### src/rtl/pkt_fault_pkg.sv
package pkt_fault_pkg;
  localparam int STAT_W    = 32;
  localparam int BIT_FRAME = 31;
  localparam int BIT_WC    = 22;
  localparam int BIT_LANE  = 21;
  localparam int BIT_SOT   = 13;
  localparam int BIT_SYNC  = 12;
  localparam int BIT_ECC2  = 11;
  localparam int BIT_ECC1  = 10;
  localparam int BIT_CRC   = 9;
  localparam int BIT_ID    = 8;

  typedef enum logic [1:0] {
    PKT_IDLE = 2'd0,
    PKT_LIVE = 2'd1,
    PKT_SKIP = 2'd2
  } pktPhase_e;

  typedef struct packed {
    logic frameEnd;
    logic wcShort;
    logic laneBad;
    logic sotSoft;
    logic sotSync;
    logic eccDbl;
    logic eccFix;
    logic crcBad;
    logic idBad;
  } setStrobe_t;

  function automatic logic [STAT_W-1:0] implMask();
    logic [STAT_W-1:0] m;
    m = '0;
    m[BIT_FRAME] = 1'b1;
    m[BIT_WC]    = 1'b1;
    m[BIT_LANE]  = 1'b1;
    m[BIT_SOT]   = 1'b1;
    m[BIT_SYNC]  = 1'b1;
    m[BIT_ECC2]  = 1'b1;
    m[BIT_ECC1]  = 1'b1;
    m[BIT_CRC]   = 1'b1;
    m[BIT_ID]    = 1'b1;
    return m;
  endfunction
endpackage

### src/rtl/pkt_fault_ctrl.sv
module pkt_fault_ctrl
  import pkt_fault_pkg::*;
#(
  parameter int LANE_W = 3
) (
  input  logic              clk,
  input  logic              rstN,
  input  logic              hdrValid,
  input  logic              sotSoft,
  input  logic              sotSyncFail,
  input  logic              eccFixed,
  input  logic              eccDouble,
  input  logic              dataIdBad,
  input  logic              pktDone,
  input  logic              crcBad,
  input  logic              shortWc,
  input  logic              frameEnd,
  input  logic [LANE_W-1:0] lanesActive,
  input  logic [LANE_W-1:0] lanesMax,
  output setStrobe_t        setStb,
  output logic              decValid,
  output logic              decDrop
);
  pktPhase_e phaseQ, phaseD;
  logic      dropNow;
  logic      endLive;

  // Drop classes: payload end unknown or unusable.
  assign dropNow = sotSyncFail | eccDouble | dataIdBad;
  // Header has priority over a coincident end event.
  assign endLive = pktDone & !hdrValid & (phaseQ == PKT_LIVE);

  always_comb begin
    phaseD = phaseQ;
    if (hdrValid) begin
      phaseD = dropNow ? PKT_SKIP : PKT_LIVE;
    end else if (pktDone) begin
      phaseD = PKT_IDLE;
    end
  end

  always_comb begin
    setStb          = '0;
    setStb.frameEnd = frameEnd;
    setStb.laneBad  = lanesActive > lanesMax;
    setStb.sotSoft  = hdrValid & sotSoft;
    setStb.sotSync  = hdrValid & sotSyncFail;
    setStb.eccDbl   = hdrValid & eccDouble;
    setStb.eccFix   = hdrValid & eccFixed;
    setStb.idBad    = hdrValid & dataIdBad;
    setStb.crcBad   = endLive & crcBad;
    setStb.wcShort  = endLive & shortWc;
  end

  always_ff @(posedge clk) begin
    if (!rstN) begin
      phaseQ   <= PKT_IDLE;
      decValid <= 1'b0;
      decDrop  <= 1'b0;
    end else begin
      phaseQ   <= phaseD;
      decValid <= hdrValid;
      decDrop  <= hdrValid & dropNow;
    end
  end

  assert_drop_sync_R1: assert property (@(posedge clk) disable iff (!rstN)
    hdrValid && sotSyncFail |=> decValid && decDrop);
  assert_drop_ecc_R2: assert property (@(posedge clk) disable iff (!rstN)
    hdrValid && eccDouble |=> decValid && decDrop);
  assert_drop_id_R3: assert property (@(posedge clk) disable iff (!rstN)
    hdrValid && dataIdBad |=> decDrop);
  assert_keep_soft_R4: assert property (@(posedge clk) disable iff (!rstN)
    hdrValid && !sotSyncFail && !eccDouble && !dataIdBad |=> decValid && !decDrop);
  assert_skip_quiet_R5: assert property (@(posedge clk) disable iff (!rstN)
    decValid && decDrop && pktDone && !hdrValid |-> !setStb.crcBad && !setStb.wcShort);
  assert_dec_pulse_R13: assert property (@(posedge clk) disable iff (!rstN)
    !hdrValid |=> !decValid);
endmodule

### src/rtl/pkt_fault_regs.sv
module pkt_fault_regs
  import pkt_fault_pkg::*;
#(
  parameter int REG_AW = 2
) (
  input  logic              clk,
  input  logic              rstN,
  input  setStrobe_t        setStb,
  input  logic              regWrEn,
  input  logic [REG_AW-1:0] regAddr,
  input  logic [STAT_W-1:0] regWrData,
  output logic [STAT_W-1:0] statusQ,
  output logic              irq
);
  localparam logic [STAT_W-1:0] IMPL      = implMask();
  localparam logic [REG_AW-1:0] ADDR_STAT = REG_AW'(0);
  localparam logic [REG_AW-1:0] ADDR_MASK = REG_AW'(1);

  logic [STAT_W-1:0] setVec, clrVec, statusD, maskQ;

  always_comb begin
    setVec            = '0;
    setVec[BIT_FRAME] = setStb.frameEnd;
    setVec[BIT_WC]    = setStb.wcShort;
    setVec[BIT_LANE]  = setStb.laneBad;
    setVec[BIT_SOT]   = setStb.sotSoft;
    setVec[BIT_SYNC]  = setStb.sotSync;
    setVec[BIT_ECC2]  = setStb.eccDbl;
    setVec[BIT_ECC1]  = setStb.eccFix;
    setVec[BIT_CRC]   = setStb.crcBad;
    setVec[BIT_ID]    = setStb.idBad;
  end

  assign clrVec  = (regWrEn && regAddr == ADDR_STAT) ? (regWrData & IMPL) : '0;
  // Set applied after clear so a coincident set survives.
  assign statusD = (statusQ & ~clrVec) | setVec;

  always_ff @(posedge clk) begin
    if (!rstN) begin
      statusQ <= '0;
      maskQ   <= '0;
      irq     <= 1'b0;
    end else begin
      statusQ <= statusD & IMPL;
      if (regWrEn && regAddr == ADDR_MASK) maskQ <= regWrData;
      irq     <= |(statusQ & maskQ);
    end
  end

  assert_set_wins_R10: assert property (@(posedge clk) disable iff (!rstN)
    (|setVec) |=> ((statusQ & $past(setVec)) == $past(setVec)));
  assert_w1c_R9: assert property (@(posedge clk) disable iff (!rstN)
    regWrEn && regAddr == ADDR_STAT && setVec == '0
    |=> (statusQ & $past(regWrData)) == '0);
  assert_sticky_R9: assert property (@(posedge clk) disable iff (!rstN)
    !regWrEn |=> ((statusQ & $past(statusQ)) == $past(statusQ)));
endmodule

### src/rtl/pkt_fault_sorter.sv
module pkt_fault_sorter
  import pkt_fault_pkg::*;
#(
  parameter int LANE_W = 3,
  parameter int REG_AW = 2
) (
  input  logic              clk,
  input  logic              rstN,
  input  logic              hdrValid,
  input  logic              sotSoft,
  input  logic              sotSyncFail,
  input  logic              eccFixed,
  input  logic              eccDouble,
  input  logic              dataIdBad,
  input  logic              pktDone,
  input  logic              crcBad,
  input  logic              shortWc,
  input  logic              frameEnd,
  input  logic [LANE_W-1:0] lanesActive,
  input  logic [LANE_W-1:0] lanesMax,
  input  logic              regWrEn,
  input  logic [REG_AW-1:0] regAddr,
  input  logic [31:0]       regWrData,
  output logic [31:0]       statusOut,
  output logic              decValid,
  output logic              decDrop,
  output logic              irq
);
  setStrobe_t setStb;

  pkt_fault_ctrl #(.LANE_W(LANE_W)) u_ctrl (
    .clk(clk), .rstN(rstN), .hdrValid(hdrValid), .sotSoft(sotSoft),
    .sotSyncFail(sotSyncFail), .eccFixed(eccFixed), .eccDouble(eccDouble),
    .dataIdBad(dataIdBad), .pktDone(pktDone), .crcBad(crcBad),
    .shortWc(shortWc), .frameEnd(frameEnd), .lanesActive(lanesActive),
    .lanesMax(lanesMax), .setStb(setStb), .decValid(decValid), .decDrop(decDrop)
  );

  pkt_fault_regs #(.REG_AW(REG_AW)) u_regs (
    .clk(clk), .rstN(rstN), .setStb(setStb), .regWrEn(regWrEn),
    .regAddr(regAddr), .regWrData(regWrData), .statusQ(statusOut), .irq(irq)
  );

  assert_lane_cfg_R7: assert property (@(posedge clk) disable iff (!rstN)
    lanesActive > lanesMax |=> statusOut[BIT_LANE]);
  assert_frame_end_R11: assert property (@(posedge clk) disable iff (!rstN)
    frameEnd |=> statusOut[BIT_FRAME]);
  assert_reserved_R8: assert property (@(posedge clk) disable iff (!rstN)
    (statusOut & ~implMask()) == '0);
endmodule

### config.mk
export PLATFORM = sky130hd
export DESIGN_NAME = pkt_fault_sorter
export DESIGN_NICKNAME = d
export VERILOG_FILES = /design/src/rtl/pkt_fault_pkg.sv /design/src/rtl/pkt_fault_ctrl.sv /design/src/rtl/pkt_fault_regs.sv /design/src/rtl/pkt_fault_sorter.sv
export SDC_FILE = /design/constraint.sdc
export NUM_CORES = 1
export LEC_CHECK = 0
export ABC_CLOCK_PERIOD_IN_PS = 2770
export BUFFER_PORTS_ARGS = -buffer_cell sky130_fd_sc_hd__buf_4
export CAP_MARGIN = 30
export CORE_MARGIN = 2
export CORE_UTILIZATION = 44
export CTS_BUF_LIST = sky130_fd_sc_hd__clkbuf_8
export CTS_CLUSTER_DIAMETER = 30
export CTS_CLUSTER_SIZE = 8
export DETAILED_ROUTE_END_ITERATION = 6
export PLACE_DENSITY = 0.88
export SYNTH_ARGS = -nofsm -noshare
export SYNTH_HDL_FRONTEND = slang
export SYNTH_SLANG_ARGS = --single-unit
### constraint.sdc
create_clock -name clk -period 2.77 [get_ports clk]
set_clock_uncertainty 0.2 [all_clocks]
set_input_delay 0.554 -clock clk [delete_from_list [all_inputs] [get_ports clk]]
set_output_delay 0.554 -clock clk [all_outputs]
set_load 0.02 [all_outputs]
======== Yosys cells after proc, flatten, opt, wreduce, memory -nomap -nowiden ========
Cells that the tools add are included.
word-level totals
  register bits after elaboration ......... 69
  RAM bits ................................ 0
  output and inout port bits .............. 35
  memories ................................ 0
  logic and storage cells ................. 36
  bits of input ports ..................... 53
  bits in latches ......................... 0
  ROM bits ................................ 0
cells by class
  $add $sub $neg .......................... 0
  multiply operators ...................... 0
  bitwise gates (word level) .............. 16
  equality and inequality tests ........... 2
  divide/modulo/power cells ............... 0
  shift-type cells ........................ 0
  multiplexer cells ....................... 4
  order comparisons ....................... 1
  reduce and logical (&&, ||, !) cells .... 6
operator list
  kind                  number
  $and A32 B32 Y32      2
  $mux W32              1
  $not A32 Y32          1
  $or A32 B32 Y32       1
  $reduce_or A32 Y1     1
  $and A1 B1 Y1         10
  $mux W2               3
  $eq A2 B1 Y1 const B  2
  $gt A3 B3 Y1          1
  $logic_and A1 B1 Y1   2
  $logic_not A2 Y1      1
  $or A1 B1 Y1          2
  $reduce_bool A2 Y1    1
  $logic_not A1 Y1      1

======== Logic depth before layout (Yosys ltp) ========
Gate-level depths: netlist (run 1).
  depth after elaboration ................. 6
  mapped depth ............................ 6
  mapped depth without buffers ............ 6

======== Cells and area by module ========
A second synthesis (run 1) with hierarchy kept.
unflattened totals
  cell total of the unflattened synthesis .. 121
  area total of the unflattened synthesis .. 1177.4 µm²
modules (own cells, without submodules)
  module          area an instance (µm²)  times used  seq. area each (µm²)  cells an instance
  pkt_fault_regs  905.9                   1           380.4                 89
  pkt_fault_ctrl  271.5                   1           80.1                  32

======== Worst setup path before layout (run 1) ========
No wires, ideal clock.
  path type ............................... input -> register
  from .................................... in lanesMax[1]
  to ...................................... reg u_regs.statusQ[21]
  setup time .............................. 132 ps
  setup slack ............................. 1124 ps
  data required time ...................... 2438 ps
  stages on the path ...................... 6
  data arrival time ....................... 1314 ps
  path buffers ............................ 0
  cell sequence ........................... inv_1 ha_1 nor2b_1 o21a_1 o21ai_0 a21oi_1
between the ends
  word-level cells in the longest chain between the ends .. 2
ends and longest elaborated chain
  element                 line                    text
  start: declaration      pkt_fault_sorter.sv:20  input logic [LANE_W-1:0] lanesMax,
  $gt A3 B3 Y1            pkt_fault_ctrl.sv:45    setStb.laneBad = lanesActive > lanesMax;
  $or A32 B32 Y32         pkt_fault_regs.sv:36    assign statusD = (statusQ & ~clrVec) | setVec;
  end signal: assignment  pkt_fault_regs.sv:44    statusQ <= statusD & IMPL;
  end: declaration        pkt_fault_regs.sv:12    output logic [STAT_W-1:0] statusQ,
No other way between the ends.
A chain may end at the register's enable or synchronous reset.

======== Worst setup path after layout (run 1) ========
  from .................................... in regAddr[1]
  to ...................................... reg u_regs.maskQ[9]
between the ends
  word-level cells in the longest chain between the ends .. 2
ends and longest elaborated chain
  element                 line                    text
  start: declaration      pkt_fault_sorter.sv:22  input logic [REG_AW-1:0] regAddr,
  $eq A2 B1 Y1            pkt_fault_regs.sv:45    if (regWrEn && regAddr == ADDR_MASK) maskQ <= regWrData;
  $logic_and A1 B1 Y1     pkt_fault_regs.sv:45
  end signal: assignment  pkt_fault_regs.sv:45
  end: declaration        pkt_fault_regs.sv:19    logic [STAT_W-1:0] setVec, clrVec, statusD, maskQ;
No other way between the ends.

==> results.py, run 1 <==
metrics = {
    "cts": {
        "post_cts_buffers": 0,
        "clk_pin_slew_ps": 80,
        "postCtsHoldBufs": 0,
        "cts_max_path_buffers": 2,
        "root_buffer": "clkbuf_8",
        "cts_max_level": 1,
        "clock_sinks": 23,
        "cts_buffers": 3,
        "insertion_delay_ps": 260,
        "tritoncts": "built",
        "cts-resized-gates": 0,
    },
    "timing": {
        "finalCritPeriodShare": 0.584,
        "final-hold-violation-count": 0,
        "max_freq_mhz": 619,
        "setup_viol_count_final": 0,
        "tns_ps": 0,
        "fin_crit_ps": 1620,
        "tightest_slew_ps": 605,
        "fin_ws_ps": 1150,
        "hold_slack_ps": 301,
        "drv_slew": 0,
        "rsz0062_at_grt": "no",
        "relSlewSlack": 0.596,
    },
    "layout": {
        "final-instance-count-excl-fill": 194,
        "drive_above_1_share": 0.287,
        "stdcell_area_um2": 1410,
        "diodes": 0,
        "syn_to_final_growth_pct": 23.9,
        "nets": 221,
    },
    "detailed_routing": {
        "drc": 0,
        "antenna_left": 0,
        "vias_per_cell": 4.77,
        "wl_mm": 2.31,
        "drt_iter0_markers": 13,
        "wire_per_inst_um": 11.9,
        "vias": 926,
        "firstDrtPassIters": 4,
    },
    "place": {
        "placed_area_um2": 1360,
        "io_buffers": 41,
        "place_hpwl_mm": 1.88,
        "dp.cells": 190,
        "gp_congestion": 0.728,
        "place_ws_ps": 866,
    },
    "global_route": {
        "grt_pass1_vias": 802,
        "grt.total_usage": 0.157,
        "grt_pass1_wl_mm": 3.31,
        "grt-ovfl-total": 0,
        "grt_max_degree": 22,
        "antenna_found_initial": 0,
    },
    "critical_path": {
        "crit_path_end_kind": "register",
        "cp.arrival_ps": 1550,
        "cp.required_ps": 2700,
        "reg2reg_slack_ps": 1450,
        "worst_r2r_endpoint": "u_regs.irq",
        "reg2regPathDepth": 3,
        "worstReg2RegStart": "u_regs.statusQ[13]",
        "cp_max_fo": 9,
        "worstSetupPathType": "in2reg",
        "crit_path_start_kind": "primary input",
    },
    "die": {
        "die_y_um": 54.8,
        "die_area_um2": 3000,
        "die_w_um": 54.8,
        "initial_core_util": 0.463,
        "num_io_pins": 88,
        "coreArea_um2": 2450,
        "rows": 18,
    },
    "worst_hold_path": {
        "min_to": "u_regs.statusQ[31]",
        "hold_depth": 3,
        "hold_start": "frameEnd",
        "min_path_type": "in2reg",
    },
    "synth": {
        "async_flop_share": 0,
        "synth_seq_area_share": 0.405,
        "synth_common_cells": "buf_4 (23), dfxtp_1 (23), nor2_1 (19), nand2_1 (10), mux2i_1 (9)",
        "ys_seq_elements": 23,
        "yosys.area.top_type": "dfxtp_1",
        "syn_area_um2": 1140,
        "synth_area_leaders": "dfxtp_1 (41%), buf_4 (15%), mux2i_1 (7.9%)",
        "yosysUniqueCellTypes": 26,
        "yosys_warnings": 0,
        "ys.flop_type": "dfxtp_1",
        "avgSynthCellArea_um2": 9.16,
        "syn_inst": 124,
        "synth-edff-count": 0,
        "synth_top_area_frac": 0.405,
    },
    "power": {
        "leakage_uw": 0.000718,
        "powerDensity_nw_per_um2": 500,
        "peakVddDrop_uv": 275,
    },
    "status": {
        "outcome": "finished clean",
    },
    "flow_run": {
        "max_cap_violations": 0,
    },
}
==> per-layer routing <==
metal	GRT usage	wire, µm	vias to the layer above	part of all wire
met5	0	0	-	0
met1	0.182	903	434	0.39
met4	0.0625	6	0	0.0026
met3	0.0328	189	2	0.082
met2	0.278	1210	39	0.52
li1	-	-	451	-
==> layout make-up <==
type / instances / area, µm²
Multi-Input combinational cell: 91 / 537
Sequential cell: 23 / 460
Clock inverter: 1 / 5.00
Timing Repair Buffer: 41 / 308
Clock buffer: 3 / 41.3
Fill cell: 236 / 1050
Inverter: 5 / 18.8
Tap cell: 30 / 37.5
==> logic make-up (layout without fill, tap and decap cells) <==
kind of cell / count (synthesis) / in the layout / synth area share
DFF: 23 / 23 / 0.405
and+or+nand+nor: 37 / 37 / 0.165
AOI/OAI and AO/OA: 19 / 19 / 0.119
other: 1 / 23 / 0.00330
buffers and inverters: 32 / 50 / 0.195
adders and majority gates: 3 / 3 / 0.0330
muxes: 9 / 9 / 0.0793
==> power breakdown <==
group | switching [µW] | total, µW | leakage, µW | internal, µW
sequential | 11.3 | 358 | 0.000189 | 347
clock | 102 | 203 | 0.0000255 | 100
combinational | 81.7 | 143 | 0.000504 | 61.6
total | 195 | 704 | 0.000718 | 509
==> worst max path at each step <==
stage                start            endpoint  slack, ps  depth (start not counted)
2_1_floorplan  lanesMax[1]  u_regs.statusQ[21]       1120                          6
3_3_place_gp    regAddr[1]    u_regs.maskQ[22]        930                          4
3_5_place_dp    regAddr[1]     u_regs.maskQ[9]        870                          4
4_1_cts         regAddr[1]    u_regs.maskQ[21]       1140                          4
5_1_grt         regAddr[1]    u_regs.maskQ[12]       1070                          4
6_report        regAddr[1]     u_regs.maskQ[9]       1150                          4
==> cell usage in the layout (no fill, tap or decap), drive strengths merged <==
master	Yosys	routed
nand3	1	1
o31a	1	1
dfxtp	23	23
o21ai	1	1
clkbuf	2	3
conb	1	23
a22oi	8	8
a222oi	1	1
nor2b	1	1
nand3b	1	1
nor2	19	19
a22o	1	1
and2	2	2
nor4b	1	1
nor3b	1	1
buf	25	41
a21oi	4	4
a31oi	1	1
mux2i	9	9
o21a	1	1
nor3	1	1
nand2	10	10
clkinv	0	1
ha	3	3
inv	5	5
a221oi	1	1
==> metrics by stage <==
stage,power (µW),utilization
2_1_floorplan,474,-
3_3_place_gp,503,0.555
3_5_place_dp,509,0.555
4_1_cts,710,0.573
5_1_grt,740,0.573
6_report,704,0.573
==> worst max-delay path: stages <==
cell	delay, ps
buf_4	120
nand3b_1	500
mux2i_1	310
nor2_1	60
==> flip-flops by register name (all words and copies together) (netlist names) <==
name	flops
u_ctrl.decDrop	1
u_ctrl.decValid	1
u_ctrl.phaseQ	2
u_regs.irq	1
u_regs.maskQ	9
u_regs.statusQ	9
Power figures use the tool's default switching activity.
==> run 2, diff against run 1 <==
--- a/config.mk
+++ b/config.mk
@@ -5,16 +5,16 @@
 export SDC_FILE = /design/constraint.sdc
 export NUM_CORES = 1
 export LEC_CHECK = 0
-export ABC_CLOCK_PERIOD_IN_PS = 2770
+export ABC_CLOCK_PERIOD_IN_PS = 1420
 export BUFFER_PORTS_ARGS = -buffer_cell sky130_fd_sc_hd__buf_4
 export CAP_MARGIN = 30
 export CORE_MARGIN = 2
-export CORE_UTILIZATION = 44
+export CORE_UTILIZATION = 37
 export CTS_BUF_LIST = sky130_fd_sc_hd__clkbuf_8
 export CTS_CLUSTER_DIAMETER = 30
 export CTS_CLUSTER_SIZE = 8
 export DETAILED_ROUTE_END_ITERATION = 6
-export PLACE_DENSITY = 0.88
+export PLACE_DENSITY = 0.79
 export SYNTH_ARGS = -nofsm -noshare
 export SYNTH_HDL_FRONTEND = slang
 export SYNTH_SLANG_ARGS = --single-unit
==> constraint.sdc (replaced) <==
create_clock -name clk -period 1.42 [get_ports clk]
set_clock_uncertainty 0.2 [all_clocks]
set_input_delay 0.284 -clock clk [delete_from_list [all_inputs] [get_ports clk]]
set_output_delay 0.284 -clock clk [all_outputs]
set_load 0.02 [all_outputs]
==> run 2 against run 1 <==
Compared with the run above: cell count is 3.1% higher; global-route usage is 2.2 points lower; core utilization is 8.3 points lower; non-clock buffer count is 3 higher; sequential power is 95% higher; clock power is 95% higher; worst setup slack worse by 1000 ps; clock-buffer cell count stayed put; design area is 3.6% higher.
==> results.py, run 2 (synthesis gave the netlist of run 1 again) <==
metrics = {
    "power": {
        "cell_internal_pwr_uw": 1000,
        "peakVddDrop_uv": 331,
        "pwr-share-seq": 0.504,
        "p_clk_frac": 0.286,
        "switching_share": 0.275,
        "p_switching_uw": 381,
        "leakage_uw": 0.000740,
        "pwr-share-comb": 0.210,
        "powerDensity_nw_per_um2": 948,
    },
    "detailed_routing": {
        "vias_per_cell": 4.60,
        "antenna_left": 0,
        "drc": 0,
        "wire_per_inst_um": 11.3,
        "drt_iter0_markers": 26,
        "wl_mm": 2.26,
        "firstDrtPassIters": 4,
        "vias": 919,
    },
    "die": {
        "die_w_um": 59.4,
        "die_y_um": 59.4,
        "initial_core_util": 0.382,
        "num_io_pins": 88,
        "coreArea_um2": 2980,
        "rows": 20,
        "die_area_um2": 3530,
    },
    "timing": {
        "fin_crit_ps": 1290,
        "rsz0062_at_grt": "no",
        "drv_slew": 0,
        "setup_viol_count_final": 0,
        "max_freq_mhz": 775,
        "fin_ws_ps": 130,
        "hold_slack_ps": 23.9,
        "finalCritPeriodShare": 0.908,
        "final-hold-violation-count": 0,
    },
    "status": {
        "outcome": "finished clean",
    },
    "place": {
        "io_buffers": 41,
        "place_ws_ps": -105,
        "placed_area_um2": 1410,
        "gp_congestion": 0.732,
        "dp.cells": 196,
    },
    "layout": {
        "top_regs": "u_regs.maskQ x9, u_regs.statusQ x9, u_ctrl.phaseQ x2",
        "layout_commonest_cell": "buf_4",
        "stdcell_area_um2": 1460,
        "drive_above_1_share": 0.299,
        "final-instance-count-excl-fill": 200,
        "nets": 224,
        "layout_common_cells": "buf_4 (42), conb_1 (23), dfxtp_1 (23), nor2_1 (19), nand2_1 (10)",
        "syn_to_final_growth_pct": 28.4,
        "diodes": 0,
    },
    "flow_run": {
        "max_cap_violations": 0,
    },
    "global_route": {
        "grt_pass1_wl_mm": 3.60,
        "grt_pass1_vias": 863,
        "grt.total_usage": 0.136,
        "antenna_found_initial": 0,
        "grt_max_degree": 16,
        "grt-ovfl-total": 0,
    },
    "critical_path": {
        "path_buf_inv": 1,
        "cp_max_fo": 3,
        "reg2regPathDepth": 3,
        "worstSetupPathType": "reg2out",
        "cp.arrival_ps": 810,
        "cp_top_family": "flip-flops",
        "crit_path_start_kind": "register",
        "max_stage_delay_ps": 380,
        "crit_path_end_kind": "primary output",
        "cp.required_ps": 940,
        "cp.depth": 1,
        "reg2reg_slack_ps": 190,
        "critical_path.cell_chain": "buf_4",
        "slowest_stage": "dfxtp_1",
    },
    "cts": {
        "cts_buffers": 3,
        "insertion_delay_ps": 260,
        "postCtsHoldBufs": 0,
        "cts_max_level": 1,
        "cts_max_path_buffers": 2,
        "root_buffer": "clkbuf_8",
        "clk_pin_slew_ps": 80,
        "tritoncts": "built",
        "post_cts_buffers": 0,
        "cts-resized-gates": 0,
        "clock_sinks": 23,
    },
    "worst_hold_path": {
        "hold_depth": 3,
        "min_path_type": "in2reg",
    },
}
==> run 2: metal layers <==
layer,share of wire,global-route usage,up-vias
li1,-,-,457
met1,0.41,0.156,416
met2,0.50,0.223,42
met3,0.070,0.0349,4
met4,0.016,0.0812,0
met5,0,0,-
==> run 2: worst reg2reg max path: stages (launching register included) <==
cell and delay, ps:
dfxtp_1 330, a22o_1 230, a221oi_1 220, a31oi_1 130
==> run 2: power groups by stage <==
stage               registers (µW)  logic (µW)  clock network, µW
finish                         698         290                396
global route                   702         319                431
CTS                            698         292                403
detailed placement             713         291                  0
global placement               712         287                  0
floorplan                      734         190                  0
==> run 2: through the flow <==
stage	setup TNS, ps	power [µW]	utilization
5_1_grt	0	1450	0.490
4_1_cts	0	1390	0.490
3_5_place_dp	-105	1000	0.474
3_3_place_gp	-104	999	0.474
6_report	0	1380	0.490
2_1_floorplan	0	924	-
==> run 2: path summary, 6_finish.rpt <==
check | from | end
max | u_regs.statusQ[11] | statusOut[11]
min | frameEnd | u_regs.statusQ[31]
max reg2reg | u_regs.statusQ[13] | u_regs.irq
min reg2reg | u_regs.statusQ[21] | u_regs.statusQ[21]
==> run 2: layout make-up <==
| class | instances | area [µm²] |
|---|---|---|
| clock buffers | 3 | 41.3 |
| flip-flops and latches | 23 | 460 |
| inverters | 5 | 18.8 |
| repair buffers | 44 | 355 |
| well taps | 33 | 41.3 |
| clock inverters | 1 | 5.00 |
| fillers | 304 | 1520 |
| multi-input cells | 91 | 537 |
==> run 3, diff against run 2 <==
--- a/config.mk
+++ b/config.mk
@@ -14,7 +14,7 @@
 export CTS_CLUSTER_DIAMETER = 30
 export CTS_CLUSTER_SIZE = 8
 export DETAILED_ROUTE_END_ITERATION = 6
-export PLACE_DENSITY = 0.79
+export PLACE_DENSITY = 0.84
 export SYNTH_ARGS = -nofsm -noshare
 export SYNTH_HDL_FRONTEND = slang
 export SYNTH_SLANG_ARGS = --single-unit
==> run 3 against run 2 <==
Compared with the run above: combinational power about the same; core utilization decreased by 0.38 points; critical path type unchanged; clock power decreased by 3%; total power decreased by 1.0%.
==> results.py, run 3 (synthesis gave the netlist of run 1 again) <==
metrics = {
    "critical_path": {
        "slowest_stage": "dfxtp_1",
        "cp.arrival_ps": 780,
        "crit_path_end_kind": "primary output",
        "cp_top_family": "flip-flops",
        "cp_max_fo": 3,
        "crit_path_start_kind": "register",
        "worstSetupPathType": "reg2out",
        "path_buf_inv": 1,
        "critical_path.cell_chain": "buf_4",
        "cp.required_ps": 940,
        "max_stage_delay_ps": 370,
        "reg2reg_slack_ps": 170,
    },
    "layout": {
        "layout_common_cells": "buf_4 (46), conb_1 (23), dfxtp_1 (23), nor2_1 (19), nand2_1 (10)",
        "layout_commonest_cell": "buf_4",
        "nets": 226,
        "n_fill_cell": 298,
        "stdcell_area_um2": 1450,
        "syn_to_final_growth_pct": 27.4,
        "top_regs": "u_regs.maskQ x9, u_regs.statusQ x9, u_ctrl.phaseQ x2",
        "drive_above_1_share": 0.302,
        "final-instance-count-excl-fill": 202,
        "diodes": 0,
    },
    "power": {
        "leakage_uw": 0.000744,
        "powerDensity_nw_per_um2": 946,
        "peakVddDrop_uv": 371,
    },
    "cts": {
        "cts-resized-gates": 0,
        "clk_pin_slew_ps": 80,
        "post_cts_buffers": 0,
        "insertion_delay_ps": 260,
        "root_buffer": "clkbuf_8",
        "postCtsHoldBufs": 0,
        "cts_buffers": 3,
        "cts_max_path_buffers": 2,
        "clock_sinks": 23,
        "cts_max_level": 1,
        "tritoncts": "built",
    },
    "die": {
        "initial_core_util": 0.382,
        "die_y_um": 59.4,
        "die_w_um": 59.4,
        "rows": 20,
        "die_area_um2": 3530,
        "num_io_pins": 88,
        "coreArea_um2": 2980,
    },
    "detailed_routing": {
        "wire_per_inst_um": 11.3,
        "drc": 0,
        "firstDrtPassIters": 4,
        "drt_iter0_markers": 26,
        "vias": 916,
        "antenna_left": 0,
        "wl_mm": 2.28,
        "vias_per_cell": 4.53,
    },
    "timing": {
        "final-hold-violation-count": 0,
        "fin_ws_ps": 151,
        "fin_crit_ps": 1270,
        "max_freq_mhz": 788,
        "setup_viol_count_final": 0,
        "finalCritPeriodShare": 0.894,
        "rsz0062_at_grt": "no",
        "drv_slew": 0,
        "tns_ps": 0,
    },
    "place": {
        "gp_congestion": 0.801,
        "place_ws_ps": -115,
        "place_hpwl_mm": 1.86,
        "placed_area_um2": 1400,
        "dp.cells": 198,
        "io_buffers": 41,
    },
    "global_route": {
        "grt_pass1_wl_mm": 3.51,
        "grt.total_usage": 0.133,
        "grt_pass1_vias": 817,
        "antenna_found_initial": 0,
        "grt-ovfl-total": 0,
        "grt_max_degree": 16,
    },
    "status": {
        "outcome": "finished clean",
    },
    "worst_hold_path": {
        "min_path_type": "in2reg",
    },
    "flow_run": {
        "max_cap_violations": 0,
    },
}
-- run 3: cell types whose count changed in the layout (fill, tap and decap cells not counted) --
cell	change
buf_12	-2
buf_4	+4
clkinv_2	-1
inv_1	+1
-- run 3: where the power goes --
part | switching [µW] | internal [µW]
combinational | 161 | 127
sequential | 20.7 | 677
clock | 191 | 193
total | 372 | 997
-- run 3: cell type report --
| type | count | area [µm²] | share of cell area |
|---|---|---|---|
| Multi-Input combinational cell | 91 | 537 | 0.371 |
| Sequential cell | 23 | 460 | 0.318 |
| Timing Repair Buffer | 46 | 345 | 0.239 |
| Clock buffer | 3 | 41.3 | 0.0285 |
| Tap cell | 33 | 41.3 | 0.0285 |
| Inverter | 5 | 18.8 | 0.0130 |
| Clock inverter | 1 | 3.75 | 0.00259 |
-- run 3: metrics by stage --
stage / util / hold slack [ps] / power [µW]
final: 0.486 / 34.3 / 1370
after global routing: 0.486 / 43.9 / 1440
after CTS: 0.486 / 36.4 / 1380
after detailed placement: 0.471 / 287 / 1000
after global placement: 0.471 / 260 / 994
after floorplan: - / 201 / 924
-- run 3: final timing paths --
path,startpoint,to,depth (start not counted)
worst min-delay path,frameEnd,u_regs.statusQ[31],3
worst max register to register,u_regs.statusQ[13],u_regs.irq,3
worst min register to register,u_regs.statusQ[21],u_regs.statusQ[21],2
worst max-delay path,u_regs.statusQ[13],statusOut[13],1
-- run 3: per-layer routing --
metal / global-route usage / vias to the layer above / wire, µm
met4: 0.0747 / 0 / 61
met3: 0.0328 / 8 / 158
met1: 0.155 / 407 / 957
met2: 0.220 / 40 / 1100
li1: - / 461 / -
met5: 0 / - / 0
-- run 3: worst register-to-register path, stage by stage, from the launching register on --
cell,delay (ps)
dfxtp_1,330
a22o_1,230
a221oi_1,230
a31oi_1,120
